$ cat src/rtl/fft_bfly_pkg.sv
package fft_bfly_pkg;
  localparam int CFG_W   = 4;
  localparam int STAGE_W = CFG_W - 1;
  localparam int LANES   = 4;

  typedef enum logic {
    MODE_R4 = 1'b0,
    MODE_R2 = 1'b1
  } bfly_mode_e;
endpackage

$ cat src/rtl/bfly_cfg_decode.sv
module bfly_cfg_decode
  import fft_bfly_pkg::*;
(
  input  logic [CFG_W-1:0]   cfg_i,
  output bfly_mode_e         mode_o,
  output logic [STAGE_W-1:0] stage_o
);
  assign mode_o  = cfg_i[CFG_W-1] ? MODE_R2 : MODE_R4;
  assign stage_o = cfg_i[STAGE_W-1:0];
endmodule

$ cat src/rtl/bfly_r2_pair.sv
module bfly_r2_pair
  import fft_bfly_pkg::*;
#(
  parameter int IW = 16,
  parameter int OW = IW + 2
) (
  input  logic [LANES-1:0][IW-1:0] x_re_i,
  input  logic [LANES-1:0][IW-1:0] x_im_i,
  output logic [LANES-1:0][OW-1:0] y_re_o,
  output logic [LANES-1:0][OW-1:0] y_im_o
);
  for (genvar g = 0; g < LANES/2; g++) begin : g_pair
    logic signed [OW-1:0] p_re, p_im, q_re, q_im;
    assign p_re = OW'($signed(x_re_i[2*g]));
    assign p_im = OW'($signed(x_im_i[2*g]));
    assign q_re = OW'($signed(x_re_i[2*g+1]));
    assign q_im = OW'($signed(x_im_i[2*g+1]));
    assign y_re_o[2*g]   = p_re + q_re;
    assign y_im_o[2*g]   = p_im + q_im;
    assign y_re_o[2*g+1] = p_re - q_re;
    assign y_im_o[2*g+1] = p_im - q_im;
  end
endmodule

$ cat src/rtl/bfly_r4.sv
module bfly_r4
  import fft_bfly_pkg::*;
#(
  parameter int IW = 16,
  parameter int OW = IW + 2
) (
  input  logic [LANES-1:0][IW-1:0] x_re_i,
  input  logic [LANES-1:0][IW-1:0] x_im_i,
  output logic [LANES-1:0][OW-1:0] y_re_o,
  output logic [LANES-1:0][OW-1:0] y_im_o
);
  logic signed [OW-1:0] xr [LANES];
  logic signed [OW-1:0] xi [LANES];

  for (genvar k = 0; k < LANES; k++) begin : g_ext
    assign xr[k] = OW'($signed(x_re_i[k]));
    assign xi[k] = OW'($signed(x_im_i[k]));
  end

  logic signed [OW-1:0] s_ac_re, s_ac_im, s_bd_re, s_bd_im;
  logic signed [OW-1:0] d_ac_re, d_ac_im, d_bd_re, d_bd_im;

  always_comb begin
    s_ac_re = xr[0] + xr[2];
    s_ac_im = xi[0] + xi[2];
    d_ac_re = xr[0] - xr[2];
    d_ac_im = xi[0] - xi[2];
    s_bd_re = xr[1] + xr[3];
    s_bd_im = xi[1] + xi[3];
    d_bd_re = xr[1] - xr[3];
    d_bd_im = xi[1] - xi[3];
    y_re_o[0] = s_ac_re + s_bd_re;
    y_im_o[0] = s_ac_im + s_bd_im;
    y_re_o[2] = s_ac_re - s_bd_re;
    y_im_o[2] = s_ac_im - s_bd_im;
    // -j*(r,i) = (i,-r)
    y_re_o[1] = d_ac_re + d_bd_im;
    y_im_o[1] = d_ac_im - d_bd_re;
    // +j*(r,i) = (-i,r)
    y_re_o[3] = d_ac_re - d_bd_im;
    y_im_o[3] = d_ac_im + d_bd_re;
  end
endmodule

$ cat src/rtl/fft_bfly24.sv
module fft_bfly24
  import fft_bfly_pkg::*;
#(
  parameter int IW = 16,
  localparam int OW = IW + 2
) (
  input  logic                    clk_i,
  input  logic                    rst_ni,
  input  logic                    valid_i,
  input  logic [CFG_W-1:0]        cfg_i,
  input  logic [LANES-1:0][IW-1:0] x_re_i,
  input  logic [LANES-1:0][IW-1:0] x_im_i,
  output logic                    valid_o,
  output logic                    radix2_o,
  output logic [STAGE_W-1:0]      stage_o,
  output logic [LANES-1:0][OW-1:0] y_re_o,
  output logic [LANES-1:0][OW-1:0] y_im_o
);
  bfly_mode_e         mode;
  logic [STAGE_W-1:0] stage;
  logic [LANES-1:0][OW-1:0] r2_re, r2_im, r4_re, r4_im;
  logic [LANES-1:0][OW-1:0] sel_re, sel_im;

  bfly_cfg_decode u_dec (
    .cfg_i  (cfg_i),
    .mode_o (mode),
    .stage_o(stage)
  );

  bfly_r2_pair #(.IW(IW), .OW(OW)) u_r2 (
    .x_re_i(x_re_i), .x_im_i(x_im_i),
    .y_re_o(r2_re),  .y_im_o(r2_im)
  );

  bfly_r4 #(.IW(IW), .OW(OW)) u_r4 (
    .x_re_i(x_re_i), .x_im_i(x_im_i),
    .y_re_o(r4_re),  .y_im_o(r4_im)
  );

  assign sel_re = (mode == MODE_R2) ? r2_re : r4_re;
  assign sel_im = (mode == MODE_R2) ? r2_im : r4_im;

  always_ff @(posedge clk_i or negedge rst_ni) begin
    if (!rst_ni) begin
      valid_o  <= 1'b0;
      radix2_o <= 1'b0;
      stage_o  <= '0;
      y_re_o   <= '0;
      y_im_o   <= '0;
    end else begin
      valid_o <= valid_i;
      if (valid_i) begin
        radix2_o <= (mode == MODE_R2);
        stage_o  <= stage;
        y_re_o   <= sel_re;
        y_im_o   <= sel_im;
      end
    end
  end
endmodule

$ cat config.mk
export PLATFORM = sky130hd
export DESIGN_NAME = fft_bfly24
export DESIGN_NICKNAME = d
export VERILOG_FILES = /design/src/rtl/fft_bfly_pkg.sv /design/src/rtl/bfly_cfg_decode.sv /design/src/rtl/bfly_r2_pair.sv /design/src/rtl/bfly_r4.sv /design/src/rtl/fft_bfly24.sv
export SDC_FILE = /design/constraint.sdc
export NUM_CORES = 1
export LEC_CHECK = 0
export BUFFER_PORTS_ARGS = -buffer_cell sky130_fd_sc_hd__buf_2
export CORE_UTILIZATION = 55
export DETAILED_ROUTE_END_ITERATION = 8
export HOLD_SLACK_MARGIN = 0.08
export PLACE_DENSITY = 0.72
export SKIP_LAST_GASP = 1
export SYNTH_ARGS = -nofsm -noshare
export SYNTH_HDL_FRONTEND = slang
export SYNTH_SLANG_ARGS = --single-unit
$ cat constraint.sdc
create_clock -name clk_i -period 2.8 [get_ports clk_i]
set_input_delay 0.14 -clock clk_i [delete_from_list [all_inputs] [get_ports clk_i]]
set_output_delay 0.14 -clock clk_i [all_outputs]
set_load 0.05 [all_outputs]
==> run_results.csv, run 1 <==
group,metric,value,unit
global_routing,grt-ovfl-total,0,
critical_path,cp_max_fo,7,
critical_path,start_kind,"input port",
synth,async_flop_share,100.0,%
global_routing,grt_pass1_wl,155100,um
sta,fin_skew,0,ns
sta,rsz0062_at_grt,"true",
sta,slew_violations,0,
detailed_routing,drt_wl_total,117100,um
detailed_routing,viasPerCell,6.425,
layout,fin_cells,4862,
run_status,outcome,"finished with violations",
floorplanning,die-area,44370,um2
layout,final_area,37880,um2
sta,hold_viol,0,
sta,fmax,0.2206,GHz
synth,synth_top_area_share,20.49,%
cts,insertion_delay,0.51,ns
synth,netlist_area,23940,um2
power_and_ir_drop,p_leak,18.27,nW
cts,h-tree-depth,4,
power_and_ir_drop,vdd_ir_drop_max,0.0007360,V
place,dp_hpwl,76760,um
power_and_ir_drop,power.total,29.31,mW
detailed_routing,firstDrtPassIters,6,
layout,layout.nets,4814,
synth,postSynthAreaPerCell,7.588,um2
cts,path_clk_slew,0.07,ns
floorplanning,start_util,55.70,%
global_routing,antenna_found_initial,4,
synth,yosys-top-cells-area,"ha_1 (20%), dfrtp_1 (16%), xnor2_1 (8.3%)",
critical_path,cp-end-kind,"flop",
floorplanning,io-pin-count,284,
detailed_routing,ant_nets,0,
synth,seq_area_frac_synth,15.57,%
floorplanning,rows,76,
place,place_inst,4668,
place,place_congestion,1.044,
critical_path,required,3.14,ns
job,max_cap_violations,0,
detailed_routing,vias,31240,
layout,drive_above_1_share,44.53,%
detailed_routing,wl_per_cell,24.09,um
global_routing,grt_pass1_vias,29213,
synth,yosys.cell_types.count,90,
place,port_buffers,283,
critical_path,crit_arrival,4.88,ns
place,dpl_cell_area,32290,um2
cts,cts_sinks,149,
floorplanning,coreArea,42980,um2
sta,relSlewSlack,18.71,%
sta,worst_pin_slew,1.210,ns
place,dp_slack,-1.485,ns
floorplanning,dieWidth,210.6,um
synth,yosys.area.top_type,"ha_1",
floorplanning,die_y,210.6,um
cts,cts_tree,"built",
sta,final.setup.worst_slack,-1.734,ns
global_routing,grt_max_degree,104,
power_and_ir_drop,pwr_density_cell,773.7,nW/um2
min_path,min_path_type,"input port to flop",
critical_path,path_class,"input port to flop",
cts,cts-root-buf,"clkbuf_16",
cts,numCtsBuffers,17,
synth,ys.warnings.count,0,
cts,clock_path_buffers,2,
run_status,violations,"setup timing",
sta,timing.final.crit_period,4.534,ns
detailed_routing,drtIter0Drc,3949,
layout,synthToLayoutAreaGrowth,58.21,%
synth,synth_fp_nets,3706,
synth,synth_cells,3155,
synth,synth_seq_cells,149,
sta,report.final.setup_viol,89,
synth,synth_ff_type,"dfrtp_1",
sta,period_share,161.9,%
detailed_routing,remaining_drc_errors,0,
global_routing,grt_usage,44.87,%
synth,synth-edff-count,0,
state kept, by name, indices dropped and copies added, names as in the netlist:
signal,count
y_re_o,72
stage_o,3
valid_o,1
radix2_o,1
y_im_o,72
logic make-up after synthesis:
logic type               count (synthesis)  share of synthesized area, %
AO/OA/AOI/OAI                          905                         24.93
AND/OR/NAND/NOR                        864                         16.89
multiplexers                            28                         1.259
buffers and inverters                  491                         7.808
XOR/XNOR                               302                         11.05
flip-flops                             149                         15.57
adder cells (fa/ha/maj)                416                         22.49
where the power goes:
part	internal (mW)	switching, mW	leakage (nW)	total (mW)
registers	2.85	0.479	1.74	3.33
clock network	1.18	1.18	0.271	2.36
logic	10.1	13.5	16.3	23.6
total	14.1	15.2	18.3	29.3
stage by stage:
stage                     setup TNS (ns)  hold slack, ns  utilization (%)
after floorplan                   -25.86         -0.1556                -
after global placement            -93.33          0.1868            75.12
after detailed placement         -101.09          0.2131            75.12
after CTS                         -29.76         0.08514            82.74
after global routing              -57.29          0.1830            88.12
final                             -51.45          0.1693            88.13
final cells by class:
type | count | area (um2)
multi-input combinational | 2515 | 22280
timing repair buffer | 1239 | 9235
fill | 2082 | 5102
sequential | 149 | 3729
inverter | 341 | 1346
tap | 585 | 732.0
clock buffer | 19 | 442.9
clock inverter | 13 | 115.1
antenna | 1 | 2.502
Yosys cell counts, types with 10 or more instances:
| cell type | count |
|---|---|
| ha_1 | 392 |
| nor2_1 | 355 |
| inv_1 | 333 |
| a21oi_1 | 298 |
| xnor2_1 | 228 |
| nand2_1 | 150 |
| dfrtp_1 | 149 |
| clkbuf_1 | 116 |
| o21ai_0 | 115 |
| nor3_1 | 83 |
| xor2_1 | 74 |
| nor2b_1 | 59 |
| nand2b_1 | 54 |
| o21bai_1 | 51 |
| a31oi_1 | 48 |
| a21o_1 | 46 |
| o21ai_1 | 44 |
| nand3_1 | 40 |
| o211ai_1 | 37 |
| a211oi_1 | 33 |
| o21a_1 | 31 |
| fa_1 | 24 |
| or3_1 | 23 |
| and3_1 | 18 |
| buf_2 | 18 |
| mux2_2 | 16 |
| nor4_1 | 16 |
| o31ai_1 | 16 |
| and2_1 | 15 |
| buf_1 | 15 |
| o221ai_1 | 14 |
| nand4_1 | 12 |
| a21boi_1 | 11 |
| mux2i_1 | 11 |
| a221oi_1 | 10 |
| a311oi_1 | 10 |
| o31a_1 | 10 |
repair_timing:
item	CTS	global route
pin swaps	284	307
setup endpoints to repair	86	95
hold endpoints to repair	81	0
hold buffers	5	0
setup buffers	107	88
resized for setup	411	354
worst paths after layout:
path / from / endpoint / slack (ns) / depth (start not counted)
max: x_re_i[16] / y_im_o[34] / -1.73 / 19
min: cfg_i[3] / y_re_o[30] / 0.17 / 4
max reg2reg: y_im_o[34] / y_im_o[34] / 1.04 / 4
min reg2reg: y_re_o[50] / y_re_o[50] / 0.48 / 1
max in group asynchronous: rst_ni / y_im_o[0] / 1.71 / 3
min in group asynchronous: rst_ni / y_re_o[37] / 0.27 / 2
layout by cell type, fill, tap and decap left out, types with 37 or more instances in the layout:
| master | synthesis | layout |
|---|---|---|
| o211ai_1 | 37 | 37 |
| buf_2 | 18 | 265 |
| o21bai_1 | 51 | 38 |
| o21ai_2 | 0 | 38 |
| a21oi_1 | 298 | 196 |
| o21ai_1 | 44 | 44 |
| a21o_1 | 46 | 46 |
| nor2_1 | 355 | 311 |
| xnor2_1 | 228 | 160 |
| inv_1 | 333 | 296 |
| nand2_1 | 150 | 133 |
| xnor2_2 | 0 | 55 |
| nor2b_1 | 59 | 45 |
| nand3_1 | 40 | 37 |
| a21oi_2 | 0 | 80 |
| ha_1 | 392 | 327 |
| dfrtp_1 | 149 | 149 |
| nor3_1 | 83 | 68 |
| buf_6 | 0 | 89 |
| ha_4 | 0 | 54 |
| xor2_1 | 74 | 52 |
| nand2b_1 | 54 | 48 |
| buf_4 | 1 | 858 |
| o21ai_0 | 115 | 68 |
critical path, stage by stage:
cell and delay, ns:
buf_12 0.12, inv_4 0.05, ha_4 0.14, fa_2 0.24, nor2b_4 0.06, o21ai_4 0.20, a21boi_4 0.10, o21ai_1 0.33
a21oi_2 0.12, and4_1 0.23, buf_4 0.13, nor3_1 0.95, o2111ai_1 0.31, o21ai_0 0.24, ha_1 0.42, inv_1 0.17
nor3_1 0.09, a31oi_1 0.60, o21ai_1 0.21
layer usage:
metal	GRT usage [%]	vias up	wire length, um
li1	-	13113	-
met1	55.06	14705	41940
met2	75.19	2553	52160
met3	7.597	865	13390
met4	23.66	4	9612
met5	0	-	28
Note: power is estimated with default switching activity, not from simulation.
==> run 2: changes to the inputs <==
Settings changed: CELL_PAD_IN_SITES_DETAIL_PLACEMENT set to 1, CELL_PAD_IN_SITES_GLOBAL_PLACEMENT set to 2, CORE_UTILIZATION 55 to 38, PLACE_DENSITY 0.72 to 0.84, SKIP_CTS_REPAIR_TIMING set to 1.
==> run_results.csv, run 2 (synthesis gave the netlist of run 1 again) <==
group,metric,value,unit
run_status,outcome,"finished with violations",
run_status,violations,"setup timing",
place,dp_slack,-1.602,ns
global_routing,antenna_found_initial,2,
global_routing,global_route.usage.met1,44.07,%
power_and_ir_drop,power.total,29.52,mW
cts,cts_sinks,149,
detailed_routing,drtIter0Drc,2091,
critical_path,reg2reg_from,"y_im_o[34]",
global_routing,gr-usage-met3,3.187,%
critical_path,path_class,"input port to flop",
cts,h-tree-depth,4,
critical_path,r2r-end,"y_im_o[34]",
cts,cts_tree,"built",
place,port_buffers,283,
critical_path,required,3.17,ns
detailed_routing,viasPerCell,5.776,
sta,final.setup.worst_slack,-1.078,ns
global_routing,grt_usage,34.56,%
critical_path,start_kind,"input port",
cts,insertion_delay,0.50,ns
detailed_routing,remaining_drc_errors,0,
detailed_routing,wl_per_cell,25.91,um
detailed_routing,firstDrtPassIters,6,
sta,fmax,0.2578,GHz
cts,clock_path_buffers,2,
sta,hold_viol,0,
layout,reg_top3,"y_im_o: 72 flops, y_re_o: 72 flops, stage_o: 3 flops",
critical_path,startpoint,"x_re_i[0]",
global_routing,grt-ovfl-total,0,
power_and_ir_drop,vdd_ir_drop_max,0.0006677,V
floorplanning,dieWidth,253.0,um
sta,worst_pin_slew,0.8097,ns
floorplanning,start_util,38.65,%
place,place_congestion,0.9796,
critical_path,rr_worst_depth,4,
cts,cts-root-buf,"clkbuf_16",
job,max_cap_violations,0,
global_routing,grt_pass1_wl,168400,um
place,dp_hpwl,94120,um
sta,report.final.setup_viol,94,
global_routing,grtUsageMet2,60.67,%
power_and_ir_drop,pwr_density_cell,769.2,nW/um2
power_and_ir_drop,p_leak,18.40,nW
critical_path,r2r_setup_slack,1.58,ns
layout,num-fill-cells,7435,
sta,slew_violations,0,
detailed_routing,vias,29877,
sta,period_share,138.5,%
global_routing,grt_max_degree,87,
critical_path,critPathCapture,"y_re_o[70]",
floorplanning,die-area,64010,um2
layout,drive_above_1_share,44.57,%
layout,utilization,61.97,%
floorplanning,die_y,253.0,um
layout,layout.nets,4873,
layout,synthToLayoutAreaGrowth,60.31,%
detailed_routing,ant_nets,0,
global_routing,grt_pass1_vias,29823,
floorplanning,io-pin-count,284,
global_routing,top_usage_layer,"met2",
min_path,min_path_type,"input port to asynchronous set/reset pin",
sta,fin_skew,0,ns
sta,timing.final.crit_period,3.878,ns
floorplanning,coreArea,61940,um2
sta,relSlewSlack,46.02,%
cts,path_clk_slew,0.07,ns
detailed_routing,drt_wl_total,134000,um
critical_path,cp_max_fo,2,
sta,rsz0062_at_grt,"true",
critical_path,cp-end-kind,"flop",
layout,layout_commonest_cell,"buf_4",
cts,numCtsBuffers,17,
critical_path,crit_arrival,4.24,ns
floorplanning,rows,91,
layout,final_cell_mix,"buf_4 (941), ha_1 (325), nor2_1 (315)",
==> run 2: report_power, final <==
part	switching [mW]	internal, mW	total [mW]
logic	13.7	9.92	23.6
registers	0.540	2.86	3.39
clock network	1.21	1.28	2.49
total	15.5	14.1	29.5
==> run 2: routing by layer <==
metal | wire, um | up-vias | part of all wire, %
met5 | 0 | - | 0
met4 | 6755 | 0 | 5.0
met3 | 7648 | 418 | 5.7
met2 | 65880 | 1279 | 49
met1 | 53730 | 14993 | 40
li1 | - | 13187 | -
==> run 2: final cells by class <==
| class | count | area, um2 | share of cell area, % |
|---|---|---|---|
| multi-input cells | 2515 | 22130 | 57.66 |
| diodes | 1 | 2.502 | 0.006520 |
| clock inverters | 12 | 117.6 | 0.3064 |
| well taps | 837 | 1047 | 2.729 |
| flip-flops and latches | 149 | 3729 | 9.714 |
| clock buffers | 20 | 456.7 | 1.190 |
| inverters | 341 | 1358 | 3.537 |
| repair buffers | 1298 | 9539 | 24.85 |
==> run 2: worst min-delay path by stage <==
| stage | start | to | slack, ns | cells past startpoint |
|---|---|---|---|---|
| global route | rst_ni | y_re_o[41] | 0.18 | 2 |
| floorplan | rst_ni | radix2_o | -0.16 | 0 |
| global placement | rst_ni | y_re_o[39] | 0.09 | 1 |
| detailed placement | rst_ni | y_re_o[38] | 0.10 | 1 |
| CTS | rst_ni | y_re_o[38] | -0.46 | 1 |
| finish | rst_ni | y_re_o[41] | 0.15 | 2 |
==> run 2: through the flow <==
step                TNS (ns)  hold WS, ns  area, um2  cells
finish                -50.19       0.1467      38380   5173
global route          -59.60       0.1828      38380   5173
CTS                   -56.17      -0.4598      34030   5066
detailed placement   -111.88       0.1010      33450   5034
global placement      -98.87      0.09311      33450   5034
floorplan             -25.86      -0.1556      24780   3155
==> run 2: critical path: stages <==
cell and delay, ns:
buf_12 0.10, inv_12 0.03, ha_4 0.15, fa_2 0.38, nor2b_2 0.19, o21ai_2 0.11, a21boi_2 0.22, o21ai_2 0.12
a21oi_2 0.23, buf_4 0.15, nand2b_1 0.07, a21o_1 0.20, nor2b_1 0.16, xnor2_2 0.20, ha_1 0.30, or3_4 0.40
buf_6 0.14, o211ai_1 0.35, a221o_1 0.28, xor2_1 0.20, o311ai_1 0.10
